==> src/rtl/lockp_pkg.sv <==
package lockp_pkg;
  typedef enum logic [1:0] {
    MODE_B_SAVE = 2'b00,
    MODE_B_TACH = 2'b01,
    MODE_A_TACH = 2'b10,
    MODE_A_SAVE = 2'b11
  } drv_mode_e;

  function automatic logic saves_power(input logic [1:0] m);
    return (m == MODE_B_SAVE) || (m == MODE_A_SAVE);
  endfunction
endpackage

==> src/rtl/lockp_tick_gen.sv <==
module lockp_tick_gen #(
  parameter int TICK_DIV = 250000
) (
  input  logic clk,
  input  logic rst_n,
  output logic tick
);
  localparam int DW = $clog2(TICK_DIV + 1);
  logic [DW-1:0] div_q;
  logic          wrap;

  assign wrap = (div_q == DW'(TICK_DIV - 1));

  always_ff @(posedge clk or negedge rst_n) begin
    if (!rst_n) begin
      div_q <= '0;
      tick  <= 1'b0;
    end else begin
      div_q <= wrap ? '0 : div_q + 1'b1;
      tick  <= wrap;
    end
  end
endmodule

==> src/rtl/lockp_restart_timer.sv <==
module lockp_restart_timer #(
  parameter int RESTART_TICKS = 1
) (
  input  logic clk,
  input  logic rst_n,
  input  logic tick,
  input  logic hold,
  output logic pend
);
  localparam int RW = $clog2(RESTART_TICKS + 1);
  logic [RW-1:0] cnt_q;

  always_ff @(posedge clk or negedge rst_n) begin
    if (!rst_n) begin
      pend  <= 1'b1;
      cnt_q <= '0;
    end else if (hold) begin
      pend  <= 1'b1;
      cnt_q <= '0;
    end else if (pend && tick) begin
      if (cnt_q == RW'(RESTART_TICKS - 1)) pend <= 1'b0;
      else cnt_q <= cnt_q + 1'b1;
    end
  end

  AST_PEND_ON_HOLD: assert property (@(posedge clk) disable iff (!rst_n)
    hold |=> pend);
  AST_PEND_FALLS_ON_TICK: assert property (@(posedge clk) disable iff (!rst_n)
    $fell(pend) |-> $past(tick) && !$past(hold));
endmodule

==> src/rtl/lockp_stall_timer.sv <==
module lockp_stall_timer #(
  parameter int LOCK_TICKS = 2000
) (
  input  logic clk,
  input  logic rst_n,
  input  logic tick,
  input  logic run,
  input  logic hall_chg,
  output logic expire
);
  localparam int LW = $clog2(LOCK_TICKS + 1);
  logic [LW-1:0] cnt_q;

  assign expire = run && tick && !hall_chg && (cnt_q == LW'(LOCK_TICKS - 1));

  always_ff @(posedge clk or negedge rst_n) begin
    if (!rst_n)                cnt_q <= '0;
    else if (!run || hall_chg) cnt_q <= '0;
    else if (tick)             cnt_q <= cnt_q + 1'b1;
  end
endmodule

==> src/rtl/lockp_ctrl.sv <==
module lockp_ctrl
  import lockp_pkg::*;
#(
  parameter int TICK_DIV      = 250000,
  parameter int LOCK_TICKS    = 2000,
  parameter int RESTART_TICKS = 1
) (
  input  logic       clk,
  input  logic       rst_n,
  input  logic       hall_chg,
  input  logic       sb_brake,
  input  logic       dir_fwd,
  input  logic       duty_zero,
  input  logic       uv_flag,
  input  logic       tsd_flag,
  input  logic [1:0] mode,
  output logic       lock_flt,
  output logic       drv_en,
  output logic       hall_bias_en,
  output logic       restart_pend
);
  logic tick, expire, run, release_evt;
  logic lock_q, dir_q, dz_q;

  lockp_tick_gen #(.TICK_DIV(TICK_DIV)) u_tick (
    .clk(clk), .rst_n(rst_n), .tick(tick));

  lockp_restart_timer #(.RESTART_TICKS(RESTART_TICKS)) u_restart (
    .clk(clk), .rst_n(rst_n), .tick(tick),
    .hold(sb_brake | uv_flag), .pend(restart_pend));

  assign run = !sb_brake && !duty_zero && !uv_flag && !tsd_flag
            && !restart_pend && !lock_q;

  lockp_stall_timer #(.LOCK_TICKS(LOCK_TICKS)) u_stall (
    .clk(clk), .rst_n(rst_n), .tick(tick), .run(run),
    .hall_chg(hall_chg), .expire(expire));

  // Release events: brake, undervoltage, direction change, duty leaving zero.
  assign release_evt = sb_brake || uv_flag || (dir_fwd != dir_q)
                    || (dz_q && !duty_zero);

  always_ff @(posedge clk or negedge rst_n) begin
    if (!rst_n) begin
      lock_q <= 1'b0;
      dir_q  <= 1'b0;
      dz_q   <= 1'b1;
    end else begin
      dir_q <= dir_fwd;
      dz_q  <= duty_zero;
      if (release_evt) lock_q <= 1'b0;
      else if (expire) lock_q <= 1'b1;
    end
  end

  assign lock_flt     = lock_q;
  assign drv_en       = !lock_q && !tsd_flag && !restart_pend;
  assign hall_bias_en = saves_power(mode) ? !(lock_q || duty_zero || sb_brake) : 1'b1;

  AST_LOCK_NEEDS_QUIET: assert property (@(posedge clk) disable iff (!rst_n)
    $rose(lock_flt) |-> !$past(hall_chg) && !$past(duty_zero));
  AST_NO_LOCK_WHILE_PEND: assert property (@(posedge clk) disable iff (!rst_n)
    $rose(lock_flt) |-> !$past(restart_pend));
  AST_BRAKE_RELEASES: assert property (@(posedge clk) disable iff (!rst_n)
    sb_brake |=> !lock_flt);
  AST_UV_RELEASES: assert property (@(posedge clk) disable iff (!rst_n)
    uv_flag |=> !lock_flt && restart_pend);
  AST_LOCKED_NO_DRIVE: assert property (@(posedge clk) disable iff (!rst_n)
    lock_flt |-> !drv_en);
endmodule

==> config.mk <==
export PLATFORM = sky130hd
export DESIGN_NAME = lockp_ctrl
export DESIGN_NICKNAME = d
export VERILOG_FILES = /design/src/rtl/lockp_pkg.sv /design/src/rtl/lockp_tick_gen.sv /design/src/rtl/lockp_restart_timer.sv /design/src/rtl/lockp_stall_timer.sv /design/src/rtl/lockp_ctrl.sv
export SDC_FILE = /design/constraint.sdc
export NUM_CORES = 1
export LEC_CHECK = 0
export ABC_CLOCK_PERIOD_IN_PS = 4500
export CAP_MARGIN = 10
export CORE_UTILIZATION = 40
export DETAILED_ROUTE_END_ITERATION = 16
export DONT_BUFFER_PORTS = 1
export HOLD_SLACK_MARGIN = 0.05
export PLACE_DENSITY = 0.55
export SYNTH_ARGS = -nofsm -noshare
export SYNTH_HDL_FRONTEND = slang
export SYNTH_HIERARCHICAL = 1
export SYNTH_SLANG_ARGS = --single-unit
==> constraint.sdc <==
create_clock -name clk -period 4.5 [get_ports clk]
set_input_delay 0.45 -clock clk [delete_from_list [all_inputs] [get_ports clk]]
set_output_delay 0.45 -clock clk [all_outputs]
set_load 0.01 [all_outputs]
# ---- Word-level counts from Yosys, hierarchy flattened
# Cells that the tools add are included.
dict set report classes {
  n_mux 12
  n_reduce_logical 33
  bitwise_logic 1
  eq_ne 5
  add_sub_neg 3
}
# operator n
set ops {}
lappend ops {{two-way mux 11 bit} 2}
lappend ops {{adder 18 x 1 -> 18 bit (second input constant)} 1}
lappend ops {{equality test 18 bit (second input constant)} 1}
lappend ops {{two-way mux 18 bit} 1}
lappend ops {{logical AND 1 bit} 12}
lappend ops {{adder 11 x 1 -> 11 bit (second input constant)} 1}
lappend ops {{equality test 11 bit (second input constant)} 1}
lappend ops {{logical NOT 1 bit} 9}
lappend ops {{two-way mux 1 bit} 9}
lappend ops {{logical OR 1 bit} 7}
lappend ops {{nonzero test 2 bit} 3}
lappend ops {{equality test 2 bit (second input constant)} 1}
lappend ops {{logical NOT 2 bit} 1}
lappend ops {{!= test 2 x 1 -> 1 bit (second input constant)} 1}
lappend ops {{AND reduction 2 bit} 1}
lappend ops {{adder 1 bit (second input constant)} 1}
lappend ops {{!= test 1 bit} 1}
lappend ops {{bitwise OR 1 bit} 1}
dict set report totals {
  out_inout_bits 4
  wordCells 62
  ff_bits 35
  input_bits 10
}

# ---- Logic depth before layout (Yosys ltp)
# Gate-level depths: netlist (run 1).
dict set report depth {
  word_depth 11
  ltp_mapped 7
  mapped_depth_nobuf 7
}

# ---- By module
# Netlist (run 1), hierarchy kept.
# mod cells_per_inst n_inst seq_area_each_um2 area_per_inst_um2
set by_module_without_submodules {}
lappend by_module_without_submodules {lockp_tick_gen 81 1 475.5 914.6}
lappend by_module_without_submodules {lockp_stall_timer 57 1 275.3 579.3}
lappend by_module_without_submodules {lockp_ctrl 12 1 76.3 145.1}
lappend by_module_without_submodules {lockp_restart_timer 3 1 26.3 37.5}

# ---- Least setup slack after synthesis (run 1)
# No wires, ideal clock.
dict set report synth_timing {
  path_type {input to register}
  startpoint {input tsd_flag}
  endpoint {register lock_q (netlist: lock_flt)}
  n_path_buf 0
  arrival_time_ns 1.668
  required_ns 4.389
  slack_ns 2.721
  path_stages 7
  path_cell_list {nor3_1 > nor3b_1 > nor2b_1 > nand3_1 > nor3_1 > nor2_1 > a2111oi_2}
}
dict set report synth_via {
  elab_chain_cells 8
}
# item line
set synth_rtl {}
lappend synth_rtl {{from (decl)} lockp_ctrl.sv:15} ;# input logic tsd_flag,
lappend synth_rtl {{logical NOT 1 bit} lockp_ctrl.sv:32} ;# assign run = !sb_brake && !duty_zero && !uv_flag && !tsd_flag
lappend synth_rtl {{logical AND 1 bit} lockp_ctrl.sv:32}
lappend synth_rtl {{logical AND 1 bit (2 in a row)} lockp_ctrl.sv:33} ;# && !restart_pend && !lock_q;
lappend synth_rtl {{net run} lockp_ctrl.sv:22} ;# logic tick, expire, run, release_evt;
lappend synth_rtl {{logical AND 1 bit (3 in a row)} lockp_stall_timer.sv:14} ;# assign expire = run && tick && !hall_chg && (cnt_q == LW'(LOCK_TICKS - 1));
lappend synth_rtl {{net expire} lockp_ctrl.sv:22}
lappend synth_rtl {{nonzero test 2 bit (no line)} --}
lappend synth_rtl {{to (signal assigned)} lockp_ctrl.sv:45} ;# lock_q <= 1'b0;
lappend synth_rtl {{to (signal assigned)} lockp_ctrl.sv:51} ;# if (release_evt) lock_q <= 1'b0;
lappend synth_rtl {{to (signal assigned)} lockp_ctrl.sv:52} ;# else if (expire) lock_q <= 1'b1;
lappend synth_rtl {{to (decl)} lockp_ctrl.sv:23} ;# logic lock_q, dir_q, dz_q;
# The timed path passes the listed nets, and every way through them passes these cells.
# A chain may end at the register's enable or synchronous reset.

# ---- Worst setup path after layout (run 1)
dict set report layout_timing {
  startpoint {register lock_q (netlist: lock_flt)}
  endpoint {register lock_q (netlist: lock_flt)}
}
dict set report layout_via {
  elab_chain_cells 6
}
# item line
set layout_rtl {}
lappend layout_rtl {{logical NOT 1 bit} lockp_ctrl.sv:33}
lappend layout_rtl {{logical AND 1 bit} lockp_ctrl.sv:33}
lappend layout_rtl {{net run} lockp_ctrl.sv:22}
lappend layout_rtl {{logical AND 1 bit (3 in a row)} lockp_stall_timer.sv:14}
lappend layout_rtl {{net expire} lockp_ctrl.sv:22}
lappend layout_rtl {{nonzero test 2 bit (no line)} --}
# The timed path passes the listed nets, and every way through them passes these cells.

==> impl_metrics.csv, run 1 <==
group,metric,value,unit
run_status,outcome,"completed",
power,vdd_drop_max,213,µV
global_routing,grt_pass1_wl,4950,µm
sta,hold_viol_final,0,
logic_synthesis,synth_flop_cell,"dfrtp_1",
sta,final_max_slew_viol_count,0,
place,place.gp.congestion,0.754,
min_path,hp-class,"input port to register",
global_routing,antenna_found_initial,0,
route,vias,1143,
global_routing,grt_overflow,0,
sta,fin_skew,5.51,ps
sta,setup_tns,0,ps
sta,rsz0062_at_grt,"false",
cts,cts_tree,"built",
critical_path,path_class,"register to register",
floorplan,die_h,66.7,µm
place,numPortBuffers,0,
cts,post-cts-setup-buffers,0,
logic_synthesis,ys_warn_count,6,
floorplan,fp-row-count,23,
global_routing,grt_pass1_vias,1080,
sta,setup_violations,0,
route,drt_drc_violations_left,0,
route,wl_per_cell,13.7,µm
critical_path,crit_fanout,4,
power,cellLeakagePower,0.000802,µW
logic_synthesis,synth.distinct_cells,38,
logic_synthesis,syn_avg_cell_area,11.0,µm²
power,power.total,665,µW
logic_synthesis,syn-num-nets,165,
logic_synthesis,async_flop_share,1.00,
floorplan,die_w,66.7,µm
cts,clkTransAtPathRegs,70,ps
cells_and_area,syn2layout_area_growth,13.4,%
critical_path,reg2regPathDepth,7,
sta,slew_headroom,0.718,
logic_synthesis,synth_seq_cells,34,
cts,cts-root-buf,"clkbuf_8",
cts,cts_sinks,34,
floorplan,io_pins,14,
logic_synthesis,synth_cells,153,
logic_synthesis,synth-edff-count,0,
route,drtIter0Drc,71,
cells_and_area,regArea,853,µm²
cells_and_area,multi_input_area,797,µm²
floorplan,core,0.00400,mm²
route,first_pass_iters,5,
critical_path,cp-end-kind,"register",
sta,tightestPinTransition,420,ps
sta,fmaxAchievable,0.503,GHz
flow_run,max_cap_violations,0,
cts,cts_max_path_buffers,2,
floorplan,die_area,0.00445,mm²
cts,cts_buffers,5,
sta,whs,159,ps
place,dp_hpwl,2110,µm
logic_synthesis,synth_seq_area_share,0.509,
floorplan,start_util,0.419,
critical_path,rrSetupSlack,2510,ps
sta,fin_crit,1990,ps
critical_path,cp_data_arrival_time,2160,ps
power,p_per_area,350,mW/mm²
route,via_per_inst,5.42,
cells_and_area,mostFrequentLayoutCell,"dfrtp_1",
critical_path,cp.required,4680,ps
global_routing,grt_usage,0.151,
logic_synthesis,syn-cell-area,0.00168,mm²
cells_and_area,nets,172,
cells_and_area,drive_gt1_frac,0.137,
cts,htreeDepth,2,
critical_path,cp-start-kind,"register",
cells_and_area,diodes,0,
route,drt-total-wl,2900,µm
cts,clk_latency,280,ps
cells_and_area,fillers,380,
sta,fin_crit_sh,0.442,
min_path,hold_depth,0,
route,postRouteAntennaNets,0,
global_routing,grt_max_degree,35,
cts,cts_resized,0,
cells_and_area,final_cell_mix,"dfrtp_1 (32), nor2_1 (19), xnor2_1 (10), xor2_1 (10), nand2_1 (9)",
==> final timing paths <==
| check | start | end |
|---|---|---|
| hold reg to reg | u_tick/div_q[0] | u_tick/div_q[0] |
| min in group asynchronous | rst_n | u_stall/cnt_q[2] |
| hold / removal | duty_zero | dz_q |
| setup / recovery | lock_flt | lock_flt |
| setup reg to reg | lock_flt | lock_flt |
| max in group asynchronous | rst_n | u_restart/pend |
==> layer usage <==
| metal | track usage | share of wire | vias up |
|---|---|---|---|
| li1 | - | - | 568 |
| met4 | 0.0798 | 0.017 | 0 |
| met3 | 0.0360 | 0.022 | 5 |
| met1 | 0.200 | 0.47 | 557 |
| met2 | 0.226 | 0.49 | 13 |
| met5 | 0 | 0 | - |
==> sequential cells by signal, indices dropped and copies added (netlist names) <==
name,count
dir_q,1
dz_q,1
lock_flt,1
u_restart/pend,1
u_stall/cnt_q,11
u_tick/div_q,18
u_tick/tick,1
==> logic make-up after synthesis <==
logic type,Yosys count,synth area share
simple gates,72,0.275
flops,34,0.509
xor+xnor,20,0.104
compound gates,17,0.0694
buf+inv,6,0.0157
mux,2,0.0119
fa+ha+maj,2,0.0149
==> power by group <==
group / switching (µW) / internal, µW / total (µW)
clock network: 109 / 236 / 346
logic: 7.92 / 4.55 / 12.5
registers: 0.401 / 307 / 307
==> per-stage QoR <==
stage / std cells / setup WS (ps) / utilization / cell area [µm²]
floorplan: 153 / 2720 / - / 1680
global placement: 201 / 2610 / 0.432 / 1730
detailed placement: 201 / 2510 / 0.432 / 1730
CTS: 211 / 2490 / 0.475 / 1900
global route: 211 / 2240 / 0.475 / 1900
finish: 211 / 2510 / 0.475 / 1900
==> worst max-delay path, cell delays in order (launching register included) <==
cell and delay (ps):
dfrtp_1 440, nor3_1 390, nor3b_1 300, nor2b_1 200, nand3_1 90, nor3_1 180
nor2_1 80, a2111oi_2 200
==> final cells by class <==
cell class	instances	area share
inverter	4	0.00790
timing repair buffer	2	0.0158
clock inverter	2	0.0316
sequential	34	0.449
tap	50	0.0329
clock buffer	6	0.0434
multi-input combinational	113	0.419
==> cells in the mapped netlist (4+ instances only) <==
| cell type | instances | area share |
|---|---|---|
| dfrtp_1 | 32 | 0.48 |
| nor2_1 | 19 | 0.043 |
| xnor2_1 | 10 | 0.052 |
| xor2_1 | 10 | 0.052 |
| nand2_1 | 9 | 0.020 |
| a21oi_1 | 6 | 0.018 |
| nand3_1 | 6 | 0.018 |
| nor3_1 | 6 | 0.018 |
| o31ai_1 | 5 | 0.022 |
| inv_1 | 4 | 0.0090 |
| nand4_1 | 4 | 0.015 |
| nor4_1 | 4 | 0.015 |
| or4_1 | 4 | 0.018 |
==> timing repair <==
item                       in CTS  in global routing
hold buffers                    2                  0
setup endpoints to repair       0                  0
hold endpoints to repair       34                  0
No activity file was read; power rests on OpenSTA's default activity.
==> inputs of run 2 (changes only) <==
--- a/config.mk
+++ b/config.mk
@@ -5,13 +5,13 @@
 export SDC_FILE = /design/constraint.sdc
 export NUM_CORES = 1
 export LEC_CHECK = 0
-export ABC_CLOCK_PERIOD_IN_PS = 4500
+export ABC_CLOCK_PERIOD_IN_PS = 1800
 export CAP_MARGIN = 10
 export CORE_UTILIZATION = 40
 export DETAILED_ROUTE_END_ITERATION = 16
 export DONT_BUFFER_PORTS = 1
 export HOLD_SLACK_MARGIN = 0.05
-export PLACE_DENSITY = 0.55
+export PLACE_DENSITY = 0.57
 export SYNTH_ARGS = -nofsm -noshare
 export SYNTH_HDL_FRONTEND = slang
 export SYNTH_HIERARCHICAL = 1
==> constraint.sdc (replaced) <==
create_clock -name clk -period 1.8 [get_ports clk]
set_input_delay 0.18 -clock clk [delete_from_list [all_inputs] [get_ports clk]]
set_output_delay 0.18 -clock clk [all_outputs]
set_load 0.01 [all_outputs]
==> run 2 against run 1 <==
- sequential cell count unchanged
- first-iteration DRC count is 34% lower
- die area unchanged
- via count up 2.8%
- routed wire length increased by 4.6%
- core utilization up 1.8 points
- non-clock buffer count rose by 7
- fmax is 22% higher
- worst setup slack worse by 2300 ps
- critical path type unchanged
- largest power group unchanged
- highest routed layer unchanged
==> impl_metrics.csv, run 2 (synthesized netlist as in run 1, its figures left out) <==
group,metric,value,unit
critical_path,cp-start-kind,"register",
cts,post-cts-setup-buffers,0,
floorplan,start_util,0.419,
power,vdd_drop_max,634,µV
sta,tightestPinTransition,443,ps
route,via_per_inst,5.39,
global_routing,grt_overflow,0,
global_routing,grt_pass1_wl,5290,µm
critical_path,cp.required,1950,ps
place,place.gp.congestion,0.771,
floorplan,die_area,0.00445,mm²
place,numPortBuffers,0,
critical_path,startpoint,"u_tick/div_q[8]",
sta,setup_violations,0,
cts,cts-root-buf,"clkbuf_8",
sta,final_max_slew_viol_count,0,
cts,cts_tree,"built",
cts,htreeDepth,2,
route,drtIter0Drc,47,
place,dp_hpwl,2160,µm
run_status,outcome,"completed",
sta,fin_crit_sh,0.908,
global_routing,antenna_found_initial,0,
cells_and_area,fillers,341,
route,drt-total-wl,3030,µm
route,drt_drc_violations_left,0,
cts,clkTransAtPathRegs,70,ps
critical_path,cp_data_arrival_time,1790,ps
sta,setup_tns,0,ps
flow_run,max_cap_violations,0,
sta,hold_viol_final,0,
floorplan,die_h,66.7,µm
cells_and_area,max_flop_register,"u_tick/div_q",
global_routing,grt_pass1_vias,1224,
cts,cts_sinks,34,
cells_and_area,final_cell_mix,"dfrtp_1 (32), nor2_1 (19), xnor2_1 (10), xor2_1 (10), nand2_1 (9)",
min_path,hp-start,"sb_brake",
cts,cts_max_path_buffers,2,
floorplan,fp-row-count,23,
cells_and_area,drive_gt1_frac,0.167,
cts,cts_buffers,5,
sta,slew_headroom,0.702,
cells_and_area,mostFrequentLayoutCell,"dfrtp_1",
sta,finalWorstSetupSlack,166,ps
min_path,hp-class,"input port to register",
floorplan,io_pins,14,
cells_and_area,syn2layout_area_growth,17.5,%
critical_path,r2r-start,"u_tick/div_q[8]",
global_routing,grt_max_degree,35,
sta,fin_skew,8.40,ps
critical_path,path_class,"register to register",
route,wl_per_cell,13.9,µm
critical_path,cp-end-kind,"register",
floorplan,core,0.00400,mm²
power,p_per_area,847,mW/mm²
route,first_pass_iters,4,
critical_path,crit_fanout,9,
route,postRouteAntennaNets,0,
cells_and_area,stdcell_area,0.00197,mm²
cells_and_area,nets,179,
cells_and_area,diodes,0,
cells_and_area,reg_top3,"u_tick/div_q (18), u_stall/cnt_q (11)",
global_routing,grt_usage,0.160,
place,dp_slack,98.8,ps
sta,fin_crit,1630,ps
place,dpl_cell_area,0.00176,mm²
floorplan,die_w,66.7,µm
sta,fmaxAchievable,0.612,GHz
cells_and_area,largest_register_ffs,18,
cts,clk_latency,290,ps
route,vias,1175,
power,cellLeakagePower,0.000838,µW
sta,rsz0062_at_grt,"false",
## run 2: routing by layer
| layer | up-vias | track usage | part of all wire |
|---|---|---|---|
| met5 | - | 0 | 0 |
| met4 | 0 | 0.0745 | 0.015 |
| met3 | 6 | 0.0479 | 0.028 |
| met2 | 14 | 0.269 | 0.50 |
| met1 | 581 | 0.185 | 0.45 |
| li1 | 574 | - | - |
## run 2: power by group
| group | internal (µW) | switching, µW |
|---|---|---|
| Sequential | 767 | 0.929 |
| Clock | 591 | 272 |
| Combinational | 15.7 | 22.7 |
## run 2: area by class of cell
type	count	area, µm²	share of cell area
sequential	34	853	0.433
multi-input combinational	113	807	0.410
timing repair buffer	9	90.1	0.0457
clock buffer	6	82.6	0.0419
tap	50	62.6	0.0317
clock inverter	2	60.1	0.0305
inverter	4	15.0	0.00762
## run 2: path summary, 6_finish.rpt
kind | cells after the start | end | slack, ps
worst max register to register | 3 | u_tick/div_q[7] | 170
max in group asynchronous | 2 | dz_q | 1220
min in group asynchronous | 2 | u_stall/cnt_q[7] | 340
worst min-delay path | 2 | lock_flt | 90
worst max-delay path | 3 | u_tick/div_q[7] | 170
worst min register to register | 1 | u_tick/div_q[0] | 490
## run 2: critical path, stage by stage (launching register included)
cell and delay, ps:
dfrtp_1 440, or4b_4 580, nor3_4 370, nor2_1 100
## run 2: timing repair
item	CTS	global route
hold endpoints to repair	38	0
hold buffers	5	0
endpoints found under the setup margin	0	1
gates resized for setup	0	2
## run 2: per-stage QoR
step | std cells | hold WS (ps) | power [µW] | util
finish | 218 | 85.5 | 1670 | 0.493
floorplan | 153 | -116 | 792 | -
global route | 218 | 80.9 | 1730 | 0.493
global placement | 205 | -114 | 793 | 0.439
CTS | 218 | 70.2 | 1700 | 0.490
detailed placement | 205 | -114 | 793 | 0.439
==> inputs of run 3 (changes only) <==
--- a/config.mk
+++ b/config.mk
@@ -12,6 +12,7 @@
 export DONT_BUFFER_PORTS = 1
 export HOLD_SLACK_MARGIN = 0.05
 export PLACE_DENSITY = 0.57
+export SETUP_SLACK_MARGIN = 0.3
 export SYNTH_ARGS = -nofsm -noshare
 export SYNTH_HDL_FRONTEND = slang
 export SYNTH_HIERARCHICAL = 1
==> run 3 against run 2 <==
- global-route usage up 0.37 points
- combinational power about the same
- via count up 6.0%
- clock power down 34%
- worst setup slack better by 12 ps
- sequential share of layout area down 2.5 points
- total power down 17%
- hold slack better by 6.2 ps
- largest cell class is now multi-input gates
==> impl_metrics.csv, run 3 (synthesized netlist as in run 1, its figures left out) <==
group,metric,value,unit
run_status,outcome,"completed",
place,dp_hpwl,2210,µm
cells_and_area,max_flop_register,"u_tick/div_q",
floorplan,fp-row-count,23,
critical_path,crit_top_cell,"nor3_2",
floorplan,die_area,0.00445,mm²
sta,slew_headroom,0.734,
cts,cts_sinks,34,
global_routing,grt_pass1_vias,1172,
cells_and_area,fillers,354,
sta,fmaxAchievable,0.616,GHz
route,via_per_inst,5.39,
critical_path,crit_slowest_cell,"dfrtp_1",
power,power.total,1380,µW
power,p_int,1090,µW
global_routing,antenna_found_initial,0,
sta,hold_viol_final,0,
critical_path,cp_cell_sequence,"nor3_2 -> nor3b_2 -> nor2b_4 -> nand3_1 -> nor3_2 -> nor2_1 -> a2111oi_2",
route,postRouteAntennaNets,0,
global_routing,grt_overflow,0,
floorplan,io_pins,14,
power,swShare,0.209,
sta,fin_crit,1620,ps
global_routing,grt_usage,0.164,
power,pwr-share-seq,0.557,
route,vias,1245,
global_routing,grt_pass1_wl,5310,µm
power,p_per_area,656,mW/mm²
power,switching_power,288,µW
flow_run,max_cap_violations,0,
cells_and_area,drive_gt1_frac,0.315,
sta,rsz0062_at_grt,"true",
floorplan,die_w,66.7,µm
min_path,hp-class,"input port to register",
power,vdd_drop_max,419,µV
power,cellLeakagePower,0.000878,µW
route,wl_per_cell,14.4,µm
cells_and_area,syn2layout_area_growth,25.4,%
cts,htreeDepth,2,
cells_and_area,mostFrequentLayoutCell,"dfrtp_1",
cells_and_area,largest_register_ffs,18,
power,p_comb_frac,0.028,
cts,cts-root-buf,"clkbuf_8",
floorplan,start_util,0.419,
sta,tightestPinTransition,395,ps
route,drt_drc_violations_left,0,
cells_and_area,nets,192,
critical_path,cp-start-kind,"register",
sta,setup_tns,0,ps
critical_path,worst-path-buf-inv,0,
critical_path,path_class,"register to register",
route,drtIter0Drc,68,
cells_and_area,final_cell_mix,"dfrtp_1 (28), nor2_1 (19), buf_4 (15)",
route,first_pass_iters,4,
cts,cts_buffers,5,
cts,cts_tree,"built",
place,dpl_cell_area,0.00176,mm²
cells_and_area,diodes,0,
sta,fin_crit_sh,0.901,
critical_path,cp.required,1980,ps
floorplan,die_h,66.7,µm
place,numPortBuffers,0,
critical_path,worst_path_dominant_cell_family,"simple AND/OR/NAND/NOR gates",
power,clockPowerShare,0.415,
place,place.gp.congestion,0.730,
sta,fin_skew,4.90,ps
sta,final_max_slew_viol_count,0,
route,drt-total-wl,3320,µm
sta,setup_violations,0,
cells_and_area,stdcell_area,0.00210,mm²
critical_path,cp-end-kind,"register",
critical_path,crit_path_max_incr_delay,390,ps
critical_path,cp_data_arrival_time,1800,ps
sta,whs,91.8,ps
cells_and_area,reg_top3,"u_tick/div_q (18), u_stall/cnt_q (11)",
floorplan,core,0.00400,mm²
critical_path,crit_fanout,2,
cts,clkTransAtPathRegs,60,ps
cts,clk_latency,290,ps
global_routing,grt_max_degree,35,
cts,cts_max_path_buffers,2,
## run 3: area by class of cell
| class | count | area [µm²] | area share |
|---|---|---|---|
| clock buffers | 7 | 86.3 | 0.0410 |
| clock inverters | 1 | 5.00 | 0.00238 |
| inverters | 4 | 15.0 | 0.00714 |
| multi-input cells | 113 | 881 | 0.419 |
| flip-flops and latches | 34 | 858 | 0.408 |
| well taps | 50 | 62.6 | 0.0297 |
| repair buffers | 22 | 195 | 0.0928 |
## run 3: worst register-to-register path, cell delays in order, from the launching register on
cell,delay (ps)
dfrtp_1,390
nor3_2,190
nor3b_2,240
nor2b_4,190
nand3_1,90
nor3_2,160
nor2_1,80
a2111oi_2,190
## run 3: final timing paths
kind                            cells after the start       startpoint           endpoint  slack, ps
worst min register to register                      1  u_tick/div_q[2]    u_tick/div_q[2]        530
min in group asynchronous                           2            rst_n  u_stall/cnt_q[10]        340
max in group asynchronous                           2            rst_n               dz_q       1210
worst max-delay path                                7         lock_flt           lock_flt        180
worst min-delay path                                2         sb_brake           lock_flt         90
worst max register to register                      7         lock_flt           lock_flt        180
## run 3: power by group through the flow
stage | registers (µW) | clock network [µW] | logic (µW)
after floorplan | 782 | 0 | 10.2
after global placement | 782 | 0 | 10.9
after detailed placement | 783 | 0 | 10.9
after CTS | 768 | 590 | 39.9
after global routing | 768 | 628 | 43.7
final | 768 | 573 | 38.2
## run 3: through the flow
stage,setup WS (ps),std cells,util
2_1_floorplan,181,153,-
3_3_place_gp,160,204,0.441
3_5_place_dp,119,204,0.441
4_1_cts,186,225,0.501
5_1_grt,63.0,231,0.526
6_report,177,231,0.526
## run 3: what timing repair did
| item | in CTS | in global routing |
|---|---|---|
| setup buffers | 8 | 6 |
| endpoints found under the hold margin | 38 | 0 |
| hold buffers | 5 | 0 |
| pin swaps | 6 | 7 |
| endpoints found under the setup margin | 15 | 20 |
| gates resized for setup | 8 | 12 |
## run 3: layer usage
metal	GRT usage	share of wire	wire, µm
met4	0.0904	0.019	63
met2	0.255	0.54	1780
met3	0.0411	0.024	78
met1	0.206	0.42	1400
met5	0	0	0
